### src/rtl/lfsr_rotmap_pkg.sv
package lfsr_rotmap_pkg;

    // Operation chosen for the current cycle; load outranks step.
    typedef enum logic [1:0] {
        OP_IDLE = 2'd0,
        OP_STEP = 2'd1,
        OP_LOAD = 2'd2
    } lfsr_op_e;

endpackage

### src/rtl/lfsr_head_ctr.sv
module lfsr_head_ctr
    import lfsr_rotmap_pkg::*;
#(
    parameter int N  = 3,
    parameter int PW = (N > 1) ? $clog2(N) : 1
) (
    input  logic          clk,
    input  logic          rst_n,
    input  lfsr_op_e      op,
    output logic [PW-1:0] head_q
);

    localparam logic [PW-1:0] LAST = PW'(N - 1);

    typedef struct packed {
        logic [PW-1:0] head;
    } head_state_t;

    head_state_t st_d, st_q;

    always_comb begin
        st_d = st_q;
        unique case (op)
            OP_LOAD: st_d.head = '0;
            OP_STEP: st_d.head = (st_q.head == '0) ? LAST : st_q.head - PW'(1);
            default: st_d.head = st_q.head;
        endcase
    end

    always_ff @(posedge clk or negedge rst_n) begin
        if (!rst_n) st_q <= '0;
        else        st_q <= st_d;
    end

    assign head_q = st_q.head;

endmodule

### src/rtl/lfsr_addr_map.sv
module lfsr_addr_map #(
    parameter int N  = 3,
    parameter int PW = (N > 1) ? $clog2(N) : 1
) (
    input  logic [PW-1:0]        head,
    output logic [N-1:0][PW-1:0] phys
);

    generate
        for (genvar k = 0; k < N; k++) begin : g_pos
            logic [PW:0] sum;
            always_comb begin
                sum = {1'b0, head} + (PW + 1)'(k);
                if (sum >= (PW + 1)'(N)) sum = sum - (PW + 1)'(N);
                phys[k] = sum[PW-1:0];
            end
        end
    endgenerate

endmodule

### src/rtl/lfsr_cell_array.sv
module lfsr_cell_array
    import lfsr_rotmap_pkg::*;
#(
    parameter int           N          = 3,
    parameter int           PW         = (N > 1) ? $clog2(N) : 1,
    parameter logic [N-1:0] RESET_SEED = N'(1)
) (
    input  logic          clk,
    input  logic          rst_n,
    input  lfsr_op_e      op,
    input  logic [PW-1:0] wr_addr,
    input  logic          wr_bit,
    input  logic [N-1:0]  seed,
    output logic [N-1:0]  cells_q
);

    typedef struct packed {
        logic [N-1:0] bits;
    } cell_state_t;

    cell_state_t st_d, st_q;

    always_comb begin
        st_d = st_q;
        unique case (op)
            // Head returns to zero on load, so physical order equals logical order.
            OP_LOAD: st_d.bits = seed;
            OP_STEP: st_d.bits[wr_addr] = wr_bit;
            default: st_d.bits = st_q.bits;
        endcase
    end

    always_ff @(posedge clk or negedge rst_n) begin
        if (!rst_n) st_q.bits <= RESET_SEED;
        else        st_q <= st_d;
    end

    assign cells_q = st_q.bits;

endmodule

### src/rtl/lfsr_rotmap.sv
module lfsr_rotmap
    import lfsr_rotmap_pkg::*;
#(
    parameter int           N          = 3,
    parameter logic [N-1:0] TAP_MASK   = 3'b110,
    parameter logic [N-1:0] RESET_SEED = N'(1)
) (
    input  logic         clk,
    input  logic         rst_n,
    input  logic         step_i,
    input  logic         load_i,
    input  logic [N-1:0] seed_i,
    output logic         serial_o,
    output logic [N-1:0] state_o
);

    localparam int PW = (N > 1) ? $clog2(N) : 1;

    lfsr_op_e              op;
    logic [PW-1:0]         head_q;
    logic [N-1:0][PW-1:0]  phys;
    logic [N-1:0]          cells_q;
    logic                  fb_bit;

    always_comb begin
        if (load_i)      op = OP_LOAD;
        else if (step_i) op = OP_STEP;
        else             op = OP_IDLE;
    end

    lfsr_head_ctr #(.N(N), .PW(PW)) u_head (
        .clk    (clk),
        .rst_n  (rst_n),
        .op     (op),
        .head_q (head_q)
    );

    lfsr_addr_map #(.N(N), .PW(PW)) u_map (
        .head (head_q),
        .phys (phys)
    );

    // Logical view rebuilt through the rotating map.
    always_comb begin
        for (int k = 0; k < N; k++) state_o[k] = cells_q[phys[k]];
    end

    assign fb_bit   = ^(state_o & TAP_MASK);
    assign serial_o = state_o[N-1];

    lfsr_cell_array #(.N(N), .PW(PW), .RESET_SEED(RESET_SEED)) u_cells (
        .clk     (clk),
        .rst_n   (rst_n),
        .op      (op),
        .wr_addr (phys[N-1]),
        .wr_bit  (fb_bit),
        .seed    (seed_i),
        .cells_q (cells_q)
    );

endmodule

### config.mk
export PLATFORM = sky130hd
export DESIGN_NAME = lfsr_rotmap
export DESIGN_NICKNAME = d
export VERILOG_FILES = /design/src/rtl/lfsr_rotmap_pkg.sv /design/src/rtl/lfsr_head_ctr.sv /design/src/rtl/lfsr_addr_map.sv /design/src/rtl/lfsr_cell_array.sv /design/src/rtl/lfsr_rotmap.sv
export SDC_FILE = /design/constraint.sdc
export NUM_CORES = 1
export LEC_CHECK = 0
export BUFFER_PORTS_ARGS = -buffer_cell sky130_fd_sc_hd__buf_4
export CORE_AREA = 2 2 39 41
export CTS_CLUSTER_SIZE = 12
export DETAILED_ROUTE_END_ITERATION = 10
export DIE_AREA = 0 0 41 43
export PLACE_DENSITY = 0.62
export SYNTH_ARGS = -nofsm -noshare
export SYNTH_HDL_FRONTEND = slang
export SYNTH_SLANG_ARGS = --single-unit
### constraint.sdc
create_clock -name clk -period 2.7 [get_ports clk]
set_clock_uncertainty 0.15 [all_clocks]
set_input_delay 0.135 -clock clk [delete_from_list [all_inputs] [get_ports clk]]
set_output_delay 0.135 -clock clk [all_outputs]
set_load 0.02 [all_outputs]
Yosys cells after proc, flatten, opt, wreduce, memory -nomap -nowiden:

Index checks and enable logic that the tools add are counted.

* output and inout port bits: 4
* latch bits: 0
* input bits: 7
* ROM bits: 0
* logic and storage cells: 38
* RAM bits: 0
* register bits: 5
* memories: 0

* divide/modulo/power cells: 0
* add/sub/neg operators: 6
* $mul: 0
* reductions and logical operators: 4
* shift-type cells: 0
* magnitude comparators: 7
* mux-type cells: 17
* bitwise logic cells: 0
* equal/unequal tests: 2

Operators by type and width (number)
* 2-bit two-way mux: 5
* 2-bit by 3-bit less-than comparator with 1-bit output, second input constant: 3
* 1-bit binary-select mux with 2-bit select: 3
* 3-bit by 2-bit >= comparator with 1-bit output, second input constant: 2
* 3-bit one-hot mux with 2 select lines: 1
* 2-bit subtractor, second input constant: 3
* 1-bit two-way mux: 5
* 2-bit one-hot mux with 2 select lines: 1
* 2-bit by 1-bit adder with 3-bit output, second input constant: 1
* 2-bit by 2-bit adder with 3-bit output, second input constant: 1
* 3-bit bitwise mux: 1
* 3-bit parity: 1
* 1-bit demux with 2-bit select: 1
* 2-bit by 1-bit == test with 1-bit output, second input constant: 1
* 2-bit == test, second input constant: 1
* 2-bit by 1-bit >= comparator with 1-bit output, second input constant: 1
* 2-bit >= comparator, second input constant: 1
* 2-bit zero test: 1
* 2-bit nonzero test: 1
* 2-bit by 1-bit subtractor with 2-bit output, second input constant: 1
* 1-bit logical AND: 1

Longest topological paths before layout:

Gate-level depths: netlist (run 1).

* depth in word-level cells: 9
* mapped depth: 6
* depth with buffers taken out: 6

Cells and area by module:

Synthesis (run 1) repeated with hierarchy kept, for this count alone.

* cell total of the unflattened synthesis: 50
* area, all modules: 449.2 sq um

Modules (own cells, without submodules)
* lfsr_cell_array: instances 1, area each 191.4 sq um, cells an instance 19, seq. area each 76.3 sq um
* lfsr_head_ctr: instances 1, area each 107.6 sq um, cells an instance 12, seq. area each 50.0 sq um
* lfsr_rotmap: instances 1, area each 95.1 sq um, cells an instance 12, seq. area each 0.0 sq um
* lfsr_addr_map: instances 1, area each 55.1 sq um, cells an instance 7, seq. area each 0.0 sq um

Worst setup path after synthesis (run 1):

Ideal clock, no wire load.

* kind: register to output
* start: reg u_head.st_q (netlist bit u_head.head_q[0])
* end: out state_o[2]
* buffers on the path: 1
* data arrival time: 1782 ps
* cell stages (with the launch flop): 7
* setup slack: 633 ps
* data required time: 2415 ps
* cell sequence: dfrtp_1 inv_1 ha_1 nor2b_1 a21oi_1 o21ai_0 buf_4

* longest elaborated chain between the ends: 5
* elaborated cells on any way between the ends: 6
* classes of those cells: add/sub: 2; order compare: 1; mux: 3

RTL lines
* start, declared: RTL line lfsr_head_ctr.sv:19 `head_state_t st_d, st_q;`
* start signal, assigned: RTL line lfsr_head_ctr.sv:32 `else st_q <= st_d;`
* 2-bit by 2-bit adder with 3-bit output *: RTL line lfsr_addr_map.sv:13 `sum = {1'b0, head} + (PW + 1)'(k);`
* 3-bit by 2-bit >= comparator with 1-bit output / 2-bit subtractor (equally long branches): RTL line lfsr_addr_map.sv:14 `if (sum >= (PW + 1)'(N)) sum = sum - (PW + 1)'(N);`
* 2-bit two-way mux *: RTL line lfsr_addr_map.sv:14
* 1-bit binary-select mux with 2-bit select *: RTL line lfsr_rotmap.sv:45 `for (int k = 0; k < N; k++) state_o[k] = cells_q[phys[k]];`
* 1-bit two-way mux (not written as such) *: RTL line lfsr_rotmap.sv:45
* end, declared: RTL line lfsr_rotmap.sv:14 `output logic [N-1:0] state_o`

Every way passes the cells marked *; elsewhere a longest branch is shown, timed or not. The select of a mux whose other input is x is not followed.

Final worst setup path (run 1):

* start: reg u_head.st_q (netlist bit u_head.head_q[0])
* end: reg u_cells.st_q (netlist bit u_cells.cells_q[0])

* longest elaborated chain between the ends: 9
* elaborated cells on any way between the ends: 20
* classes of those cells: add/sub: 4; order compare: 4; mux: 10; reduce/logical: 2

RTL lines
* 2-bit by 2-bit adder with 3-bit output: RTL line lfsr_addr_map.sv:13
* 3-bit by 2-bit >= comparator with 1-bit output / 2-bit subtractor (equally long branches): RTL line lfsr_addr_map.sv:14
* 2-bit two-way mux: RTL line lfsr_addr_map.sv:14
* 2-bit by 3-bit less-than comparator with 1-bit output (not written as such) / 2-bit by 1-bit >= comparator with 1-bit output (equally long branches): RTL line lfsr_cell_array.sv:28 `OP_STEP: st_d.bits[wr_addr] = wr_bit;`
* 1-bit logical AND (not written as such): RTL line lfsr_cell_array.sv:28
* 1-bit two-way mux (not written as such): RTL line lfsr_cell_array.sv:28
* 1-bit demux with 2-bit select
* 3-bit bitwise mux *: RTL line lfsr_cell_array.sv:28
* 3-bit one-hot mux with 2 select lines *: RTL line lfsr_cell_array.sv:25 `unique case (op)`
* end signal, assigned: RTL line lfsr_cell_array.sv:35 `else st_q <= st_d;`
* end, declared: RTL line lfsr_cell_array.sv:21 `cell_state_t st_d, st_q;`

Marked as above.
A chain may end at the register's enable or synchronous reset.

==> flow_summary.json, run 1 <==
{
  "status": "completed",
  "cp-startpoint": "u_head.head_q[0]",
  "critPathCaptureType": "register",
  "syn_area_um2": 474,
  "rsz0062_at_grt": "no",
  "ys_seq_area_frac": 0.266,
  "netlist_instances": 52,
  "clockBufferDepth": 2,
  "ys.flop_type": "dfrtp_1",
  "reg2reg_from": "u_head.head_q[0]",
  "antenna_found_initial": 0,
  "cts_tree": "built",
  "routed_wl_um": 974,
  "setup_viol": 0,
  "drc_errors": 0,
  "wl_per_cell_um": 11.5,
  "drtPass1Iterations": 3,
  "timing.rr.end": "u_cells.cells_q[0]",
  "slew_violations": 0,
  "p_per_area_nw_per_um2": 458,
  "tns_ns": 0,
  "cts_buffers": 3,
  "synthTopCellsByArea": "dfrtp_1, ha_1, o31ai_2",
  "grt_max_degree": 12,
  "dpl_cell_area_um2": 553,
  "via_per_inst": 5.16,
  "period_minus_slack_ns": 2.55,
  "synth_nets": 63,
  "drive_gt1_frac": 0.275,
  "start_util": 0.343,
  "synth_async_sr_flop_share": 1.00,
  "cap_violations": 0,
  "coreArea_um2": 1380,
  "grt_overflow_total": 0,
  "leakage_nw": 0.267,
  "cts.htree.levels": 1,
  "fill_cells": 139,
  "dp_hpwl_um": 712,
  "grt_pass1_wl_um": 1720,
  "diodes": 0,
  "area_growth_pct": 34.8,
  "synth-edff-count": 0,
  "portBuffers": 10,
  "synth_warnings": 0,
  "root_buffer": "clkbuf_4",
  "design_area_um2": 639,
  "die_h_um": 43,
  "clk_pin_slew_ns": 0.04,
  "worstPathRequired_ns": 2.71,
  "cp-start-kind": "register",
  "clk_latency_ns": 0.24,
  "fin_crit_sh": 0.945,
  "dr_total_vias": 439,
  "rows": 14,
  "path_class": "register to register",
  "placed_cells": 75,
  "synth_top_area_share": 0.211,
  "dp_slack_ns": 0.651,
  "critPathCapture": "u_cells.cells_q[0]",
  "fin_ws_ns": 0.148,
  "tightest_slew_ns": 0.290,
  "path_max_fanout": 8,
  "crit_arrival_ns": 2.56,
  "antenna_left": 0,
  "grt_pass1_vias": 438,
  "avgSynthCellArea_um2": 9.12,
  "place.gp.congestion": 0.683,
  "drt_iter0_markers": 4,
  "fin_nets": 81,
  "final_cells": 85,
  "synth_seq_cells": 5,
  "irDropWorstVdd_uv": 259,
  "synth_cell_type_count": 24,
  "r2r_cells": 7,
  "synth.largest_area_cell": "dfrtp_1",
  "grtUsageTotal": 0.144,
  "die-area_um2": 1760,
  "cts_resized": 0,
  "relSlewSlack": 0.807,
  "postCtsSetupBuffers": 0,
  "hp-class": "input pin to register",
  "hold_viol": 0,
  "fmax_ghz": 0.392,
  "reg2reg_slack_ns": 0.15,
  "cts_sinks": 5,
  "io_pins": 11,
  "die_w_um": 41
}
==> sequential cells by signal (all words and copies together), names as in the netlist <==
name / count
u_cells.cells_q: 3
u_head.head_q: 2
==> area by class of cell <==
type                       count  area (um^2)  area share
sequential                     5          126       0.198
inverter                       3         11.3      0.0176
multi-input combinational     41          320       0.501
clock buffer                   4         26.3      0.0411
timing repair buffer          16          135       0.211
tap                           16         20.0      0.0313
==> cell usage after synthesis, types with 2 or more instances <==
cell	n
o31ai_2	3
ha_1	4
inv_1	3
a21oi_1	6
nand3b_1	3
dfrtp_1	4
nand2b_1	2
nor3b_1	3
nand2_1	5
and3b_1	2
mux2i_1	2
o21ai_0	3
==> logic make-up (layout without fill, tap and decap cells) <==
logic type,Yosys count,count (layout),share of synthesized area
and+or+nand+nor,18,18,0.259
buffers and inverters,6,23,0.0580
AOI/OAI and AO/OA,16,16,0.245
DFF,5,5,0.267
muxes,3,3,0.0660
adders and majority gates,4,4,0.106
==> cells in the final DEF (no fill, tap or decap), drive strengths merged <==
master       count
and3b            2
inv              3
and4b            1
o21a             1
nor3b            3
o21ai            3
dfstp            1
nand2            5
mux2i            2
dfrtp            4
o221a            1
dlygate4sd3      6
mux2             1
clkbuf           4
o31ai            3
ha               4
nand2b           2
a21oi            6
o22ai            1
a311oi           1
nand3b           3
buf             10
nor2b            1
and4bb           1
==> worst min path at each step <==
stage,start,end,slack [ns],cells past startpoint
after detailed placement,rst_n,u_cells.cells_q[1],-0.21,1
after CTS,step_i,u_head.head_q[0],0.04,3
after floorplan,rst_n,u_cells.cells_q[1],-0.31,0
after global routing,step_i,u_head.head_q[0],0.05,3
final,step_i,u_head.head_q[0],0.05,3
after global placement,rst_n,u_cells.cells_q[1],-0.21,1
==> metrics by stage <==
stage	power [mW]	hold slack [ns]	utilization
detailed placement	0.204	-0.209	0.400
CTS	0.297	0.0402	0.462
global route	0.318	0.0526	0.462
finish	0.293	0.0465	0.462
global placement	0.204	-0.209	0.400
floorplan	0.171	-0.311	-
==> routing by layer <==
| layer | GRT usage | part of all wire |
|---|---|---|
| met2 | 0.225 | 0.49 |
| met4 | 0.0800 | 0.012 |
| met3 | 0.0314 | 0.042 |
| met1 | 0.174 | 0.46 |
| met5 | 0 | 0 |
==> critical path, stage by stage, from the launching register on <==
cell and delay [ns]:
dfrtp_1 0.40, inv_1 0.09, ha_1 0.30, mux2_1 0.35, a311oi_1 0.27, o221a_2 0.28
o31ai_2 0.07, dlygate4sd3_1 0.56
==> repair_timing <==
action                                 4_1_cts  5_1_grt
hold buffers                                 6        0
endpoints found under the hold margin       10        0
setup endpoints to repair                    0        0
==> report_power, final <==
part	switching [mW]	leakage, nW	internal, mW	total, mW
logic	0.0571	0.190	0.0565	0.114
clock network	0.0272	0.0150	0.0556	0.0829
registers	0.0129	0.0617	0.0837	0.0966
total	0.0972	0.267	0.196	0.293
No activity file was read; power rests on OpenSTA's default activity.
==> run 2: changes to the inputs <==
--- a/config.mk
+++ b/config.mk
@@ -11,6 +11,7 @@
 export DETAILED_ROUTE_END_ITERATION = 10
 export DIE_AREA = 0 0 41 43
 export PLACE_DENSITY = 0.62
+export SETUP_SLACK_MARGIN = 0.3
 export SYNTH_ARGS = -nofsm -noshare
 export SYNTH_HDL_FRONTEND = slang
 export SYNTH_SLANG_ARGS = --single-unit
==> run 2 against run 1 <==
  * Core utilization shrank 0.72 points
  * Die area unchanged
  * Total power down 0.44%
  * Non-clock buffer count decreased by 1
  * Highest routed layer unchanged
  * Critical path depth fell by 1
  * Maximum frequency up 25%
  * Via count shrank 1.4%
  * Clock power about the same
  * Sequential share of layout area up 0.31 points
  * Critical endpoint is now u_cells.cells_q[1]
  * Sequential power is essentially flat
  * Combinational power about the same
  * Count of clock-buffer cells in the layout is the same
==> flow_summary.json, run 2 (synthesis results as in run 1) <==
{
  "status": "completed",
  "grt_pass1_wl_um": 1680,
  "via_per_inst": 5.15,
  "tns_ns": 0,
  "leakage_nw": 0.262,
  "routed_wl_um": 977,
  "largest_reg_flops": 3,
  "layout_commonest_cell": "buf_4",
  "min_from": "step_i",
  "tightest_slew_ns": 0.290,
  "path_max_fanout": 8,
  "drive_gt1_frac": 0.279,
  "drtPass1Iterations": 3,
  "clockBufferDepth": 2,
  "drc_errors": 0,
  "ctsHoldBuffers": 5,
  "dr_wl_met2_um": 469,
  "relSlewSlack": 0.807,
  "place.gp.congestion": 0.683,
  "dr_total_vias": 433,
  "grt_overflow_total": 0,
  "diodes": 0,
  "fin_crit_sh": 0.756,
  "rsz0062_at_grt": "no",
  "area_growth_pct": 32.7,
  "cts_resized": 0,
  "wl_per_cell_um": 11.6,
  "setup_viol": 0,
  "grt_pass1_vias": 432,
  "critPathCaptureType": "register",
  "cap_violations": 0,
  "clk_pin_slew_ns": 0.04,
  "wl_met3_um": 41,
  "r2r_cells": 6,
  "postCtsSetupBuffers": 0,
  "period_minus_slack_ns": 2.04,
  "reg2reg_slack_ns": 0.66,
  "root_buffer": "clkbuf_4",
  "p_per_area_nw_per_um2": 464,
  "cts_sinks": 5,
  "worstPathRequired_ns": 2.67,
  "portBuffers": 10,
  "hold_end": "u_cells.cells_q[0]",
  "die-area_um2": 1760,
  "hold_viol": 0,
  "reg2reg_from": "u_head.head_q[0]",
  "clk_latency_ns": 0.24,
  "antenna_found_initial": 0,
  "fin_nets": 80,
  "min_path_cells": 3,
  "cp-start-kind": "register",
  "cts_buffers": 3,
  "dp_hpwl_um": 712,
  "grtUsageTotal": 0.142,
  "wl_met1_um": 454,
  "highest_layer": "met4",
  "coreArea_um2": 1380,
  "io_pins": 11,
  "rows": 14,
  "slew_violations": 0,
  "irDropWorstVdd_uv": 259,
  "grt_max_degree": 12,
  "hp-class": "input pin to register",
  "start_util": 0.343,
  "drt_iter0_markers": 4,
  "die_h_um": 43,
  "path_class": "register to register",
  "cts.htree.levels": 1,
  "power_uw": 292,
  "die_w_um": 41,
  "final_cell_mix": "buf_4, a21oi_1, nand2_1, dlygate4sd3_1",
  "cts_tree": "built",
  "fmax_ghz": 0.490,
  "timing.rr.end": "u_cells.cells_q[1]",
  "crit_arrival_ns": 2.01,
  "antenna_left": 0
}
[run 2: cell types whose count changed in the layout (fill, tap and decap cells not counted), sizes merged]
cell | previous run | this run
dlygate4sd3 | 6 | 5
[run 2: power by group]
part | internal (mW) | total [mW] | switching [mW]
Sequential | 0.0837 | 0.0966 | 0.0129
Combinational | 0.0547 | 0.112 | 0.0573
Clock | 0.0557 | 0.0832 | 0.0276
[run 2: how the worst max path moves through the flow]
stage	from	end	slack (ns)	cells after the start
after global routing	u_head.head_q[0]	serial_o	0.52	6
after detailed placement	u_head.head_q[0]	u_cells.cells_q[1]	0.65	6
after CTS	u_head.head_q[0]	u_cells.cells_q[1]	0.64	6
after global placement	u_head.head_q[0]	u_cells.cells_q[1]	0.68	6
final	u_head.head_q[0]	u_cells.cells_q[1]	0.66	6
after floorplan	u_head.head_q[0]	state_o[2]	0.63	6
[run 2: routing by layer]
| metal | vias to the layer above | track usage |
|---|---|---|
| met5 | - | 0 |
| li1 | 225 | - |
| met4 | 0 | 0.0800 |
| met3 | 2 | 0.0314 |
| met1 | 194 | 0.167 |
| met2 | 12 | 0.225 |
[run 2: cell type report]
class                   count  area, um^2
flip-flops and latches      5         126
well taps                  16        20.0
inverters                   3        11.3
clock buffers               4        26.3
fillers                   140         754
repair buffers             15         125
multi-input cells          41         320
[run 2: through the flow]
| step | hold WS, ns | setup slack, ns | std cells | utilization | area, um^2 |
|---|---|---|---|---|---|
| after detailed placement | -0.209 | 0.651 | 75 | 0.400 | 553 |
| after global routing | 0.0336 | 0.516 | 84 | 0.455 | 629 |
| final | 0.0214 | 0.659 | 84 | 0.455 | 629 |
| after CTS | 0.0182 | 0.639 | 84 | 0.455 | 629 |
| after floorplan | -0.311 | 0.633 | 52 | - | 474 |
| after global placement | -0.209 | 0.681 | 75 | 0.400 | 553 |
[run 2: worst max-delay path, stage by stage, from the launching register on]
cell and delay, ns:
dfrtp_1 0.40, inv_1 0.09, ha_1 0.30, mux2_1 0.35
a311oi_1 0.26, o221a_2 0.29, o31ai_2 0.08
==> run 3: changes to the inputs <==
--- a/config.mk
+++ b/config.mk
@@ -5,12 +5,13 @@
 export SDC_FILE = /design/constraint.sdc
 export NUM_CORES = 1
 export LEC_CHECK = 0
+export ABC_AREA = 1
 export BUFFER_PORTS_ARGS = -buffer_cell sky130_fd_sc_hd__buf_4
 export CORE_AREA = 2 2 39 41
 export CTS_CLUSTER_SIZE = 12
 export DETAILED_ROUTE_END_ITERATION = 10
 export DIE_AREA = 0 0 41 43
-export PLACE_DENSITY = 0.62
+export PLACE_DENSITY = 0.61
 export SETUP_SLACK_MARGIN = 0.3
 export SYNTH_ARGS = -nofsm -noshare
 export SYNTH_HDL_FRONTEND = slang
==> constraint.sdc (replaced) <==
create_clock -name clk -period 1.7 [get_ports clk]
set_clock_uncertainty 0.15 [all_clocks]
set_input_delay 0.085 -clock clk [delete_from_list [all_inputs] [get_ports clk]]
set_output_delay 0.085 -clock clk [all_outputs]
set_load 0.02 [all_outputs]
==> run 3 against run 2 <==
  * Worst setup slack worse by 0.61 ns
  * Sequential share of layout area decreased by 1.4 points
  * Critical path type is now register to primary output
  * Critical path depth grew 2
  * Largest cell class unchanged
  * Non-clock buffer count shrank 2
  * First-iteration DRC count shrank 75%
  * Worst hold slack got worse by 0.011 ns
  * Global-route usage increased by 0.79 points
  * Clock power grew 57%
==> flow_summary.json, run 3 <==
{
  "period_minus_slack_ns": 1.65,
  "synth_seq_cells": 5,
  "root_buffer": "clkbuf_4",
  "cts_buffers": 3,
  "dr_total_vias": 460,
  "relSlewSlack": 0.873,
  "cap_violations": 0,
  "synth_warnings": 0,
  "largest_reg_flops": 3,
  "drc_errors": 0,
  "synthTopCellsByArea": "dfrtp_1, nand2_1, inv_1",
  "hp-class": "input pin to register",
  "critPathCapture": "serial_o",
  "clk_latency_ns": 0.23,
  "ys_seq_area_frac": 0.284,
  "path_class": "register to primary output",
  "synth-edff-count": 0,
  "synth_commonest_cells": "nand2_1, inv_1, a21oi_1",
  "cts_tree": "built",
  "synth_cell_type_count": 16,
  "fin_crit_sh": 0.972,
  "die_w_um": 41,
  "drt_iter0_markers": 1,
  "status": "completed",
  "drtPass1Iterations": 2,
  "critPathCaptureType": "primary output",
  "grt_max_degree": 7,
  "area_growth_pct": 52.2,
  "die_h_um": 43,
  "clockBufferDepth": 2,
  "cts_sinks": 5,
  "antenna_left": 0,
  "cp-start-kind": "register",
  "grt_pass1_wl_um": 1810,
  "routed_wl_um": 1060,
  "cp-startpoint": "u_head.head_q[1]",
  "ys.flop_type": "dfrtp_1",
  "grtUsageTotal": 0.150,
  "reg2reg_from": "u_head.head_q[1]",
  "synth_async_sr_flop_share": 1.00,
  "rows": 14,
  "fin_nets": 95,
  "hold_viol": 0,
  "die-area_um2": 1760,
  "layout_commonest_cell": "inv_1",
  "worstPathRequired_ns": 1.46,
  "avgSynthCellArea_um2": 6.65,
  "wl_per_cell_um": 10.7,
  "rsz0062_at_grt": "yes",
  "r2r_cells": 10,
  "via_per_inst": 4.65,
  "grt_overflow_total": 0,
  "grt_pass1_vias": 487,
  "synth.largest_area_cell": "dfrtp_1",
  "crit_arrival_ns": 1.42,
  "yosysMostFrequentCell": "nand2_1",
  "clk_pin_slew_ns": 0.04,
  "portBuffers": 10,
  "antenna_found_initial": 0,
  "slew_violations": 0,
  "start_util": 0.322,
  "drive_gt1_frac": 0.422,
  "syn_area_um2": 445,
  "coreArea_um2": 1380,
  "leakage_nw": 0.356,
  "cts.htree.levels": 1,
  "path_max_fanout": 3,
  "reg2reg_slack_ns": 0.09,
  "setup_viol": 0,
  "dp_hpwl_um": 850,
  "synth_nets": 78,
  "tns_ns": 0,
  "timing.rr.end": "u_cells.cells_q[2]",
  "diodes": 0,
  "fin_util": 0.490,
  "synth_top_area_share": 0.225,
  "io_pins": 11,
  "irDropWorstVdd_uv": 460,
  "fmax_ghz": 0.605,
  "place.gp.congestion": 0.803,
  "final_cell_mix": "inv_1, nand2_1, buf_4",
  "fill_cells": 157,
  "netlist_instances": 67,
  "tightest_slew_ns": 0.190,
  "p_per_area_nw_per_um2": 939
}
==> run 3: metrics by stage <==
stage	total power, mW	worst slack, ns	cell area, um^2	cells	hold slack, ns
2_1_floorplan	0.364	0.220	480	67	-0.361
3_3_place_gp	0.439	0.151	568	92	-0.257
3_5_place_dp	0.443	0.119	568	92	-0.258
4_1_cts	0.622	0.0480	652	99	0.00514
5_1_grt	0.690	-0.0171	678	99	0.0425
6_report	0.637	0.0478	678	99	0.0103
==> run 3: routing by layer <==
metal / up-vias / GRT usage / share of wire
met1: 210 / 0.176 / 0.42
met4: 0 / 0.0600 / 0
met3: 0 / 0.0157 / 0.032
li1: 242 / - / -
met2: 8 / 0.259 / 0.55
met5: - / 0 / 0
==> run 3: worst min-delay path by stage <==
stage,startpoint,cells past startpoint,endpoint
after global routing,rst_n,2,u_cells.cells_q[1]
final,seed_i[0],5,u_cells.cells_q[0]
after detailed placement,rst_n,1,u_cells.cells_q[1]
after global placement,rst_n,1,u_cells.cells_q[1]
after floorplan,rst_n,0,u_cells.cells_q[1]
after CTS,seed_i[0],5,u_cells.cells_q[0]
==> run 3: what timing repair did <==
item / in CTS / in global routing
hold buffers: 1 / 0
setup buffers: 2 / 0
endpoints found under the hold margin: 5 / 0
endpoints found under the setup margin: 7 / 8
resized for setup: 10 / 7
pin swaps: 2 / 2
==> run 3: worst max-delay path: stages, from the launching register on <==
cell and delay, ns:
dfrtp_1 0.38, buf_6 0.13, ha_1 0.19, inv_2 0.07, nand2_1 0.07, nand2_2 0.08
nand2_2 0.06, nand2_4 0.08, buf_6 0.11
==> run 3: cells by family after synthesis <==
family,count (synthesis),synth area share
compound gates,13,0.166
fa+ha+maj,4,0.112
buf+inv,17,0.152
flops,5,0.284
simple gates,28,0.287
==> run 3: area by class of cell <==
class                   count  area (um^2)  share of cell area
clock buffers               4         26.3              0.0387
inverters                  16         65.1              0.0959
multi-input cells          45          325               0.480
flip-flops and latches      5          126               0.186
well taps                  16         20.0              0.0295
repair buffers             13          115               0.170
==> run 3: power breakdown <==
group          internal [mW]  switching [mW]
combinational          0.152           0.195
sequential             0.141          0.0162
clock                 0.0884          0.0431
